[src/rtl/wdog_pkg.sv]
package wdog_pkg;

    typedef enum logic [2:0] {
        WD_HOLD    = 3'd0,
        WD_LONG    = 3'd1,
        WD_SHORT   = 3'd2,
        WD_EXPIRED = 3'd3,
        WD_TRIP    = 3'd4
    } wd_state_e;

    function automatic int wd_max(input int a, input int b);
        return (a > b) ? a : b;
    endfunction

endpackage

[src/rtl/wdog_sync.sv]
module wdog_sync #(
    parameter int              WIDTH   = 1,
    parameter int              STAGES  = 2,
    parameter logic [WIDTH-1:0] RST_VAL = '0
) (
    input  logic             clk,
    input  logic             por_n,
    input  logic [WIDTH-1:0] d,
    output logic [WIDTH-1:0] q
);

    logic [WIDTH-1:0] stg [STAGES];

    generate
        for (genvar i = 0; i < STAGES; i++) begin : g_stage
            if (i == 0) begin : g_first
                always_ff @(posedge clk or negedge por_n) begin
                    if (!por_n) stg[i] <= RST_VAL;
                    else        stg[i] <= d;
                end
            end else begin : g_next
                always_ff @(posedge clk or negedge por_n) begin
                    if (!por_n) stg[i] <= RST_VAL;
                    else        stg[i] <= stg[i-1];
                end
            end
        end
    endgenerate

    assign q = stg[STAGES-1];

endmodule

[src/rtl/wdog_rst_stretch.sv]
module wdog_rst_stretch #(
    parameter int RST_CYC = 6
) (
    input  logic clk,
    input  logic por_n,
    input  logic src,
    output logic rst_n_q
);

    localparam int             RW   = (RST_CYC < 2) ? 1 : $clog2(RST_CYC + 1);
    localparam logic [RW-1:0]  LAST = RW'(RST_CYC - 1);

    logic [RW-1:0] cnt;

    always_ff @(posedge clk or negedge por_n) begin
        if (!por_n) begin
            cnt     <= '0;
            rst_n_q <= 1'b0;
        end else if (src) begin
            cnt     <= '0;
            rst_n_q <= 1'b0;
        end else if (!rst_n_q) begin
            if (cnt == LAST) rst_n_q <= 1'b1;
            else             cnt     <= cnt + 1'b1;
        end
    end

endmodule

[src/rtl/wdog_timer.sv]
module wdog_timer #(
    parameter int MAXP = 40,
    parameter int CW   = 6
) (
    input  logic          clk,
    input  logic          por_n,
    input  logic          clr,
    output logic [CW-1:0] cnt
);

    localparam logic [CW-1:0] TOP = CW'(MAXP);

    always_ff @(posedge clk or negedge por_n) begin
        if (!por_n)          cnt <= '0;
        else if (clr)        cnt <= '0;
        else if (cnt != TOP) cnt <= cnt + 1'b1;
    end

endmodule

[src/rtl/wdog_mode_fsm.sv]
module wdog_mode_fsm
    import wdog_pkg::*;
#(
    parameter int LONG_CYC  = 40,
    parameter int SHORT_CYC = 10,
    parameter bit LOOPBACK  = 1'b0,
    parameter int CW        = 6
) (
    input  logic          clk,
    input  logic          por_n,
    input  logic          hold,
    input  logic          hb_edge,
    input  logic [CW-1:0] cnt,
    output wd_state_e     state,
    output logic          cnt_clr,
    output logic          wdo_n
);

    localparam logic [CW-1:0] LONG_LAST  = CW'(LONG_CYC - 1);
    localparam logic [CW-1:0] SHORT_LAST = CW'(SHORT_CYC - 1);

    wd_state_e nxt;

    // state register
    always_ff @(posedge clk or negedge por_n) begin
        if (!por_n) state <= WD_HOLD;
        else        state <= nxt;
    end

    // next state and counter clear
    always_comb begin
        nxt     = state;
        cnt_clr = 1'b0;
        if (hold) begin
            nxt     = WD_HOLD;
            cnt_clr = 1'b1;
        end else begin
            unique case (state)
                WD_HOLD: begin
                    nxt     = WD_LONG;
                    cnt_clr = 1'b1;
                end
                WD_LONG: begin
                    if (hb_edge || cnt == LONG_LAST) begin
                        nxt     = WD_SHORT;
                        cnt_clr = 1'b1;
                    end
                end
                WD_SHORT: begin
                    if (hb_edge) begin
                        cnt_clr = 1'b1;
                    end else if (cnt == SHORT_LAST) begin
                        nxt     = LOOPBACK ? WD_TRIP : WD_EXPIRED;
                        cnt_clr = 1'b1;
                    end
                end
                WD_EXPIRED: begin
                    if (hb_edge) begin
                        nxt     = WD_SHORT;
                        cnt_clr = 1'b1;
                    end
                end
                WD_TRIP: begin
                    nxt     = WD_HOLD;
                    cnt_clr = 1'b1;
                end
                default: begin
                    nxt     = WD_HOLD;
                    cnt_clr = 1'b1;
                end
            endcase
        end
    end

    // outputs
    always_comb begin
        unique case (state)
            WD_EXPIRED, WD_TRIP: wdo_n = 1'b0;
            default:             wdo_n = 1'b1;
        endcase
    end

endmodule

[src/rtl/wdog_supervisor.sv]
module wdog_supervisor
    import wdog_pkg::*;
#(
    parameter int LONG_CYC  = 35_000_000,
    parameter int SHORT_CYC = 1_120_000,
    parameter int RST_CYC   = 200_000,
    parameter bit LOOPBACK  = 1'b0
) (
    input  logic clk,
    input  logic por_n,
    input  logic mr_n,
    input  logic hb,
    output logic wdo_n,
    output logic rst_out_n
);

    localparam int MAXP = wd_max(LONG_CYC, SHORT_CYC);
    localparam int CW   = $clog2(MAXP + 1);

    logic [1:0]    sync_q;
    logic          mr_s;
    logic          hb_s;
    logic          hb_q;
    logic          hb_edge;
    logic          rst_src;
    logic          trip_req;
    logic          hold;
    logic          tmr_clr;
    logic [CW-1:0] tmr_cnt;
    wd_state_e     fsm_state;

    wdog_sync #(
        .WIDTH   (2),
        .STAGES  (2),
        .RST_VAL (2'b01)
    ) u_sync (
        .clk   (clk),
        .por_n (por_n),
        .d     ({hb, mr_n}),
        .q     (sync_q)
    );

    assign mr_s = sync_q[0];
    assign hb_s = sync_q[1];

    always_ff @(posedge clk or negedge por_n) begin
        if (!por_n) hb_q <= 1'b0;
        else        hb_q <= hb_s;
    end

    assign hb_edge  = hb_s ^ hb_q;
    assign trip_req = (fsm_state == WD_TRIP);
    assign rst_src  = !mr_s || trip_req;
    assign hold     = rst_src || !rst_out_n;

    wdog_rst_stretch #(
        .RST_CYC (RST_CYC)
    ) u_rst (
        .clk     (clk),
        .por_n   (por_n),
        .src     (rst_src),
        .rst_n_q (rst_out_n)
    );

    wdog_timer #(
        .MAXP (MAXP),
        .CW   (CW)
    ) u_tmr (
        .clk   (clk),
        .por_n (por_n),
        .clr   (tmr_clr),
        .cnt   (tmr_cnt)
    );

    wdog_mode_fsm #(
        .LONG_CYC  (LONG_CYC),
        .SHORT_CYC (SHORT_CYC),
        .LOOPBACK  (LOOPBACK),
        .CW        (CW)
    ) u_fsm (
        .clk     (clk),
        .por_n   (por_n),
        .hold    (hold),
        .hb_edge (hb_edge),
        .cnt     (tmr_cnt),
        .state   (fsm_state),
        .cnt_clr (tmr_clr),
        .wdo_n   (wdo_n)
    );

endmodule

[config.mk]
export PLATFORM = sky130hd
export DESIGN_NAME = wdog_supervisor
export DESIGN_NICKNAME = d
export VERILOG_FILES = /design/src/rtl/wdog_pkg.sv /design/src/rtl/wdog_sync.sv /design/src/rtl/wdog_rst_stretch.sv /design/src/rtl/wdog_timer.sv /design/src/rtl/wdog_mode_fsm.sv /design/src/rtl/wdog_supervisor.sv
export SDC_FILE = /design/constraint.sdc
export NUM_CORES = 1
export LEC_CHECK = 0
export BUFFER_PORTS_ARGS = -buffer_cell sky130_fd_sc_hd__buf_2
export CORE_MARGIN = 3
export CORE_UTILIZATION = 50
export DETAILED_ROUTE_END_ITERATION = 16
export PLACE_DENSITY = 0.66
export SETUP_SLACK_MARGIN = 0.3
export SLEW_MARGIN = 20
export SYNTH_ARGS = -nofsm -noshare
export SYNTH_HDL_FRONTEND = slang
export SYNTH_SLANG_ARGS = --single-unit
[constraint.sdc]
create_clock -name clk -period 3.75 [get_ports clk]
set_clock_uncertainty 0.05 [all_clocks]
set_input_delay 0.1875 -clock clk [delete_from_list [all_inputs] [get_ports clk]]
set_output_delay 0.1875 -clock clk [all_outputs]
set_load 0.03 [all_outputs]
==> flow_metrics.py <==
metrics = {
    "clock_tree": {
        "cts.sink_count": 52,
        "postCtsResizedCells": 0,
        "cts-root-buf": "sky130_fd_sc_hd__clkbuf_8",
        "clk_latency_ps": 310,
        "cts_hold_repair.buffers": 3,
        "cts_made_buffers": 5,
        "clockBufferDepth": 2,
        "cts.repair_timing.setup_buffer_count": 0,
        "tritoncts": "done",
        "worst_setup_hold_path_clk_slew_ps": 90,
        "cts_htree_levels": 2,
    },
    "pwr": {
        "leakagePower_nw": 1.21,
        "cell_int_power_mw": 0.775,
        "power_density_mw_per_mm2": 339,
        "clock_power_share": 0.386,
        "combPwrFrac": 0.026,
        "p_seq_frac": 0.588,
        "p_total_mw": 0.975,
        "switching_share": 0.205,
        "vdd_ir_drop_max_mv": 0.272,
        "total_switching_power_mw": 0.200,
    },
    "timing": {
        "share_of_the_clock_period_used_by_the_worst_path_after_layout": 0.734,
        "hold_ws_ps": 310,
        "achievable-frequency_mhz": 363,
        "timing.slew.headroom": 0.323,
        "period_minus_slack_ps": 2750,
        "timing.setup.tns_ps": 0,
        "unrepaired_setup_endpoints_after_global_routing": "false",
        "report.final.setup_viol": 0,
        "tightest_slew_ps": 1010,
        "finalHoldViolations": 0,
        "final-max-slew-violation-count": 0,
    },
    "drt": {
        "dr.first_iter.drc_count": 72,
        "post_route_drc": 0,
        "detail_route.vias_per_cell": 5.41,
        "avgRoutedWirePerCell_um": 13.6,
        "drtAntennaViolNets": 0,
        "finalWirelength_um": 4720,
        "vias": 1878,
        "drt_pass1_iterations": 4,
    },
    "die": {
        "width_of_the_die_um": 79.0,
        "core_mm2": 0.00494,
        "total_die_area_mm2": 0.00623,
        "num_io_pins": 6,
        "rows": 25,
        "start_util": 0.538,
        "die_h_um": 79.0,
    },
    "global_route": {
        "first_global_vias": 1867,
        "grt_overflow_total": 0,
        "antenna_found_initial": 0,
        "grt_usage": 0.171,
        "maximum_number_of_pins_on_one_net_before_global_route_repair": 53,
        "top_usage_layer": "met2",
        "grt.met2_usage": 0.261,
        "global_route.usage.met3": 0.0283,
        "gr-usage-met1": 0.245,
        "grt_pass1_wl_um": 8500,
    },
    "worst_setup_path": {
        "worst_reg2reg_path_length_in_cells": 5,
        "setup.worst_path.end_class": "register",
        "cp_cell_sequence": "nand4bb_1 -> or4_1 -> or4_4 -> a32oi_4 -> nor2_1",
        "critical_path.slowest_cell": "sky130_fd_sc_hd__a32oi_4",
        "maximum_cell_stage_delay_along_the_critical_path_ps": 710,
        "slack_of_the_worst_reg_to_reg_path_ps": 1000,
        "critPathKind": "register to register",
        "cp.required_ps": 3850,
        "crit_path_max_fanout": 26,
        "crit_path_start_kind": "register",
        "worst-endpoint-arrival_ps": 2850,
    },
    "cells_and_area": {
        "multiInputGateArea_mm2": 0.00129,
        "finish.net_count": 286,
        "insertedDiodeCount": 0,
        "ratio_of_cells_with_drive_above_1_in_the_final_layout": 0.0929,
        "layout.cells.most_common_list": "50 x sky130_fd_sc_hd__dfrtp_1, 35 x sky130_fd_sc_hd__nor2_1, 27 x sky130_fd_sc_hd__xor2_1",
        "register_area_mm2": 0.00130,
        "area_growth_pct": 8.13,
        "layout_commonest_cell": "sky130_fd_sc_hd__dfrtp_1",
        "filler_cell_count": 442,
    },
    "run_status": {
        "status": "finished clean",
    },
    "logic_synthesis": {
        "synthesis.yosys.warnings": 0,
        "yosys.area.top_type_share": 0.470,
        "synth_top_cells_by_area": "sky130_fd_sc_hd__dfrtp_1 47%, sky130_fd_sc_hd__xor2_1 8.9%, sky130_fd_sc_hd__nor2_1 4.9%",
        "number_of_register_bits_inferred_by_synthesis": 52,
        "synth.avg_cell_area_um2": 9.89,
        "seq_area_frac_synth": 0.490,
        "post_synthesis_cells": 269,
        "syn_nets": 276,
        "post_synth_num_cell_types": 42,
        "post_synthesis_cell_area_mm2": 0.00266,
        "synth_top_area_cell": "sky130_fd_sc_hd__dfrtp_1",
    },
    "hold_path": {
        "hold_depth": 0,
        "min_path_type": "register to register",
    },
    "placement": {
        "dpl.hpwl_um": 3160,
        "port_buffers": 5,
        "final_replace_weighted_congestion": 0.794,
    },
    "flow_run": {
        "maxCapViolCount": 0,
    },
}
==> per-stage QoR <==
step | cell area [um2] | utilization | setup WS, ps | instances
floorplan | 2660 | - | 1440 | 269
global placement | 2740 | 0.554 | 1040 | 336
detailed placement | 2740 | 0.554 | 998 | 336
CTS | 2880 | 0.582 | 976 | 347
global route | 2880 | 0.582 | 830 | 347
finish | 2880 | 0.582 | 997 | 347
==> per-layer routing <==
layer / up-vias / routed length (um)
li1: 944 / -
met1: 903 / 2490
met2: 23 / 2050
met3: 8 / 105
met4: 0 / 76
met5: - / 0
==> worst paths after layout <==
kind,from,endpoint
worst max register to register,u_tmr.cnt[22],u_tmr.cnt[15]
worst max-delay path,u_tmr.cnt[22],u_tmr.cnt[15]
worst min register to register,u_sync.stg[2],u_sync.q[0]
max in group asynchronous,por_n,u_tmr.cnt[15]
min in group asynchronous,por_n,u_tmr.cnt[3]
worst min-delay path,u_sync.stg[2],u_sync.q[0]
==> worst max-delay path, delay by kind of cell, from the launching register on <==
kind / cells / cell delay [ps]
and+or+nand+nor: 4 / 1400
AOI/OAI and AO/OA: 1 / 710
DFF: 1 / 420
==> cell type report <==
cell class	instances	share of cell area
Sequential cell	52	0.453
Tap cell	67	0.0291
Multi-Input combinational cell	204	0.450
Clock inverter	2	0.0122
Inverter	7	0.00913
Clock buffer	6	0.0252
Timing Repair Buffer	9	0.0217
==> synth_stat cells <==
cell and count:
sky130_fd_sc_hd__or3_1 2, sky130_fd_sc_hd__or4b_2 2, sky130_fd_sc_hd__and3_1 6, sky130_fd_sc_hd__inv_1 7, sky130_fd_sc_hd__xnor2_1 8, sky130_fd_sc_hd__nor3_1 9
sky130_fd_sc_hd__dfrtp_1 50, sky130_fd_sc_hd__nor4bb_1 1, sky130_fd_sc_hd__a21o_1 1, sky130_fd_sc_hd__nand4_1 13, sky130_fd_sc_hd__a21oi_1 3, sky130_fd_sc_hd__nand2b_1 3
sky130_fd_sc_hd__ha_1 3, sky130_fd_sc_hd__nor2_2 1, sky130_fd_sc_hd__a32oi_4 1, sky130_fd_sc_hd__xor2_1 27, sky130_fd_sc_hd__a31oi_1 2, sky130_fd_sc_hd__or4_2 1
sky130_fd_sc_hd__nand4b_1 1, sky130_fd_sc_hd__or2_2 3, sky130_fd_sc_hd__buf_6 2, sky130_fd_sc_hd__nor4b_1 2, sky130_fd_sc_hd__nor2b_1 4, sky130_fd_sc_hd__or4_1 1
sky130_fd_sc_hd__nand3b_1 1, sky130_fd_sc_hd__o21ai_0 5, sky130_fd_sc_hd__nand3_1 15, sky130_fd_sc_hd__mux2i_1 3, sky130_fd_sc_hd__nand2_1 20, sky130_fd_sc_hd__and4_1 2
sky130_fd_sc_hd__dfstp_2 2, sky130_fd_sc_hd__nor3b_1 3, sky130_fd_sc_hd__nor4_1 5, sky130_fd_sc_hd__and2_1 13, sky130_fd_sc_hd__clkbuf_1 4, sky130_fd_sc_hd__mux2_2 1
sky130_fd_sc_hd__o211ai_1 1, sky130_fd_sc_hd__nand4bb_1 1, sky130_fd_sc_hd__or3b_2 1, sky130_fd_sc_hd__a21boi_0 3, sky130_fd_sc_hd__nor2_1 35, sky130_fd_sc_hd__or4_4 1
==> cell families after synthesis <==
kind of cell	synth area share
muxes	0.0155
xor gates and xnor gates	0.115
and+or+nand+nor	0.297
AOI/OAI and AO/OA	0.0442
DFF	0.490
adders and majority gates	0.0141
buffers and inverters	0.0240
==> power by group through the flow <==
stage	clock network [mW]	registers, mW	logic, mW
final	0.377	0.573	0.0250
after global routing	0.418	0.575	0.0299
after CTS	0.389	0.574	0.0263
after detailed placement	0	0.585	0.0237
after global placement	0	0.584	0.0237
after floorplan	0	0.581	0.0112
==> flip-flops by register name (all words and copies together), names as in the netlist <==
| signal | flops |
|---|---|
| u_tmr.cnt | 26 |
| u_rst.cnt | 18 |
| hb_q | 1 |
| u_rst.rst_n_q | 1 |
| u_fsm.state | 2 |
| u_sync.q | 2 |
| u_sync.stg | 2 |
(Power assumes the default switching activity.)
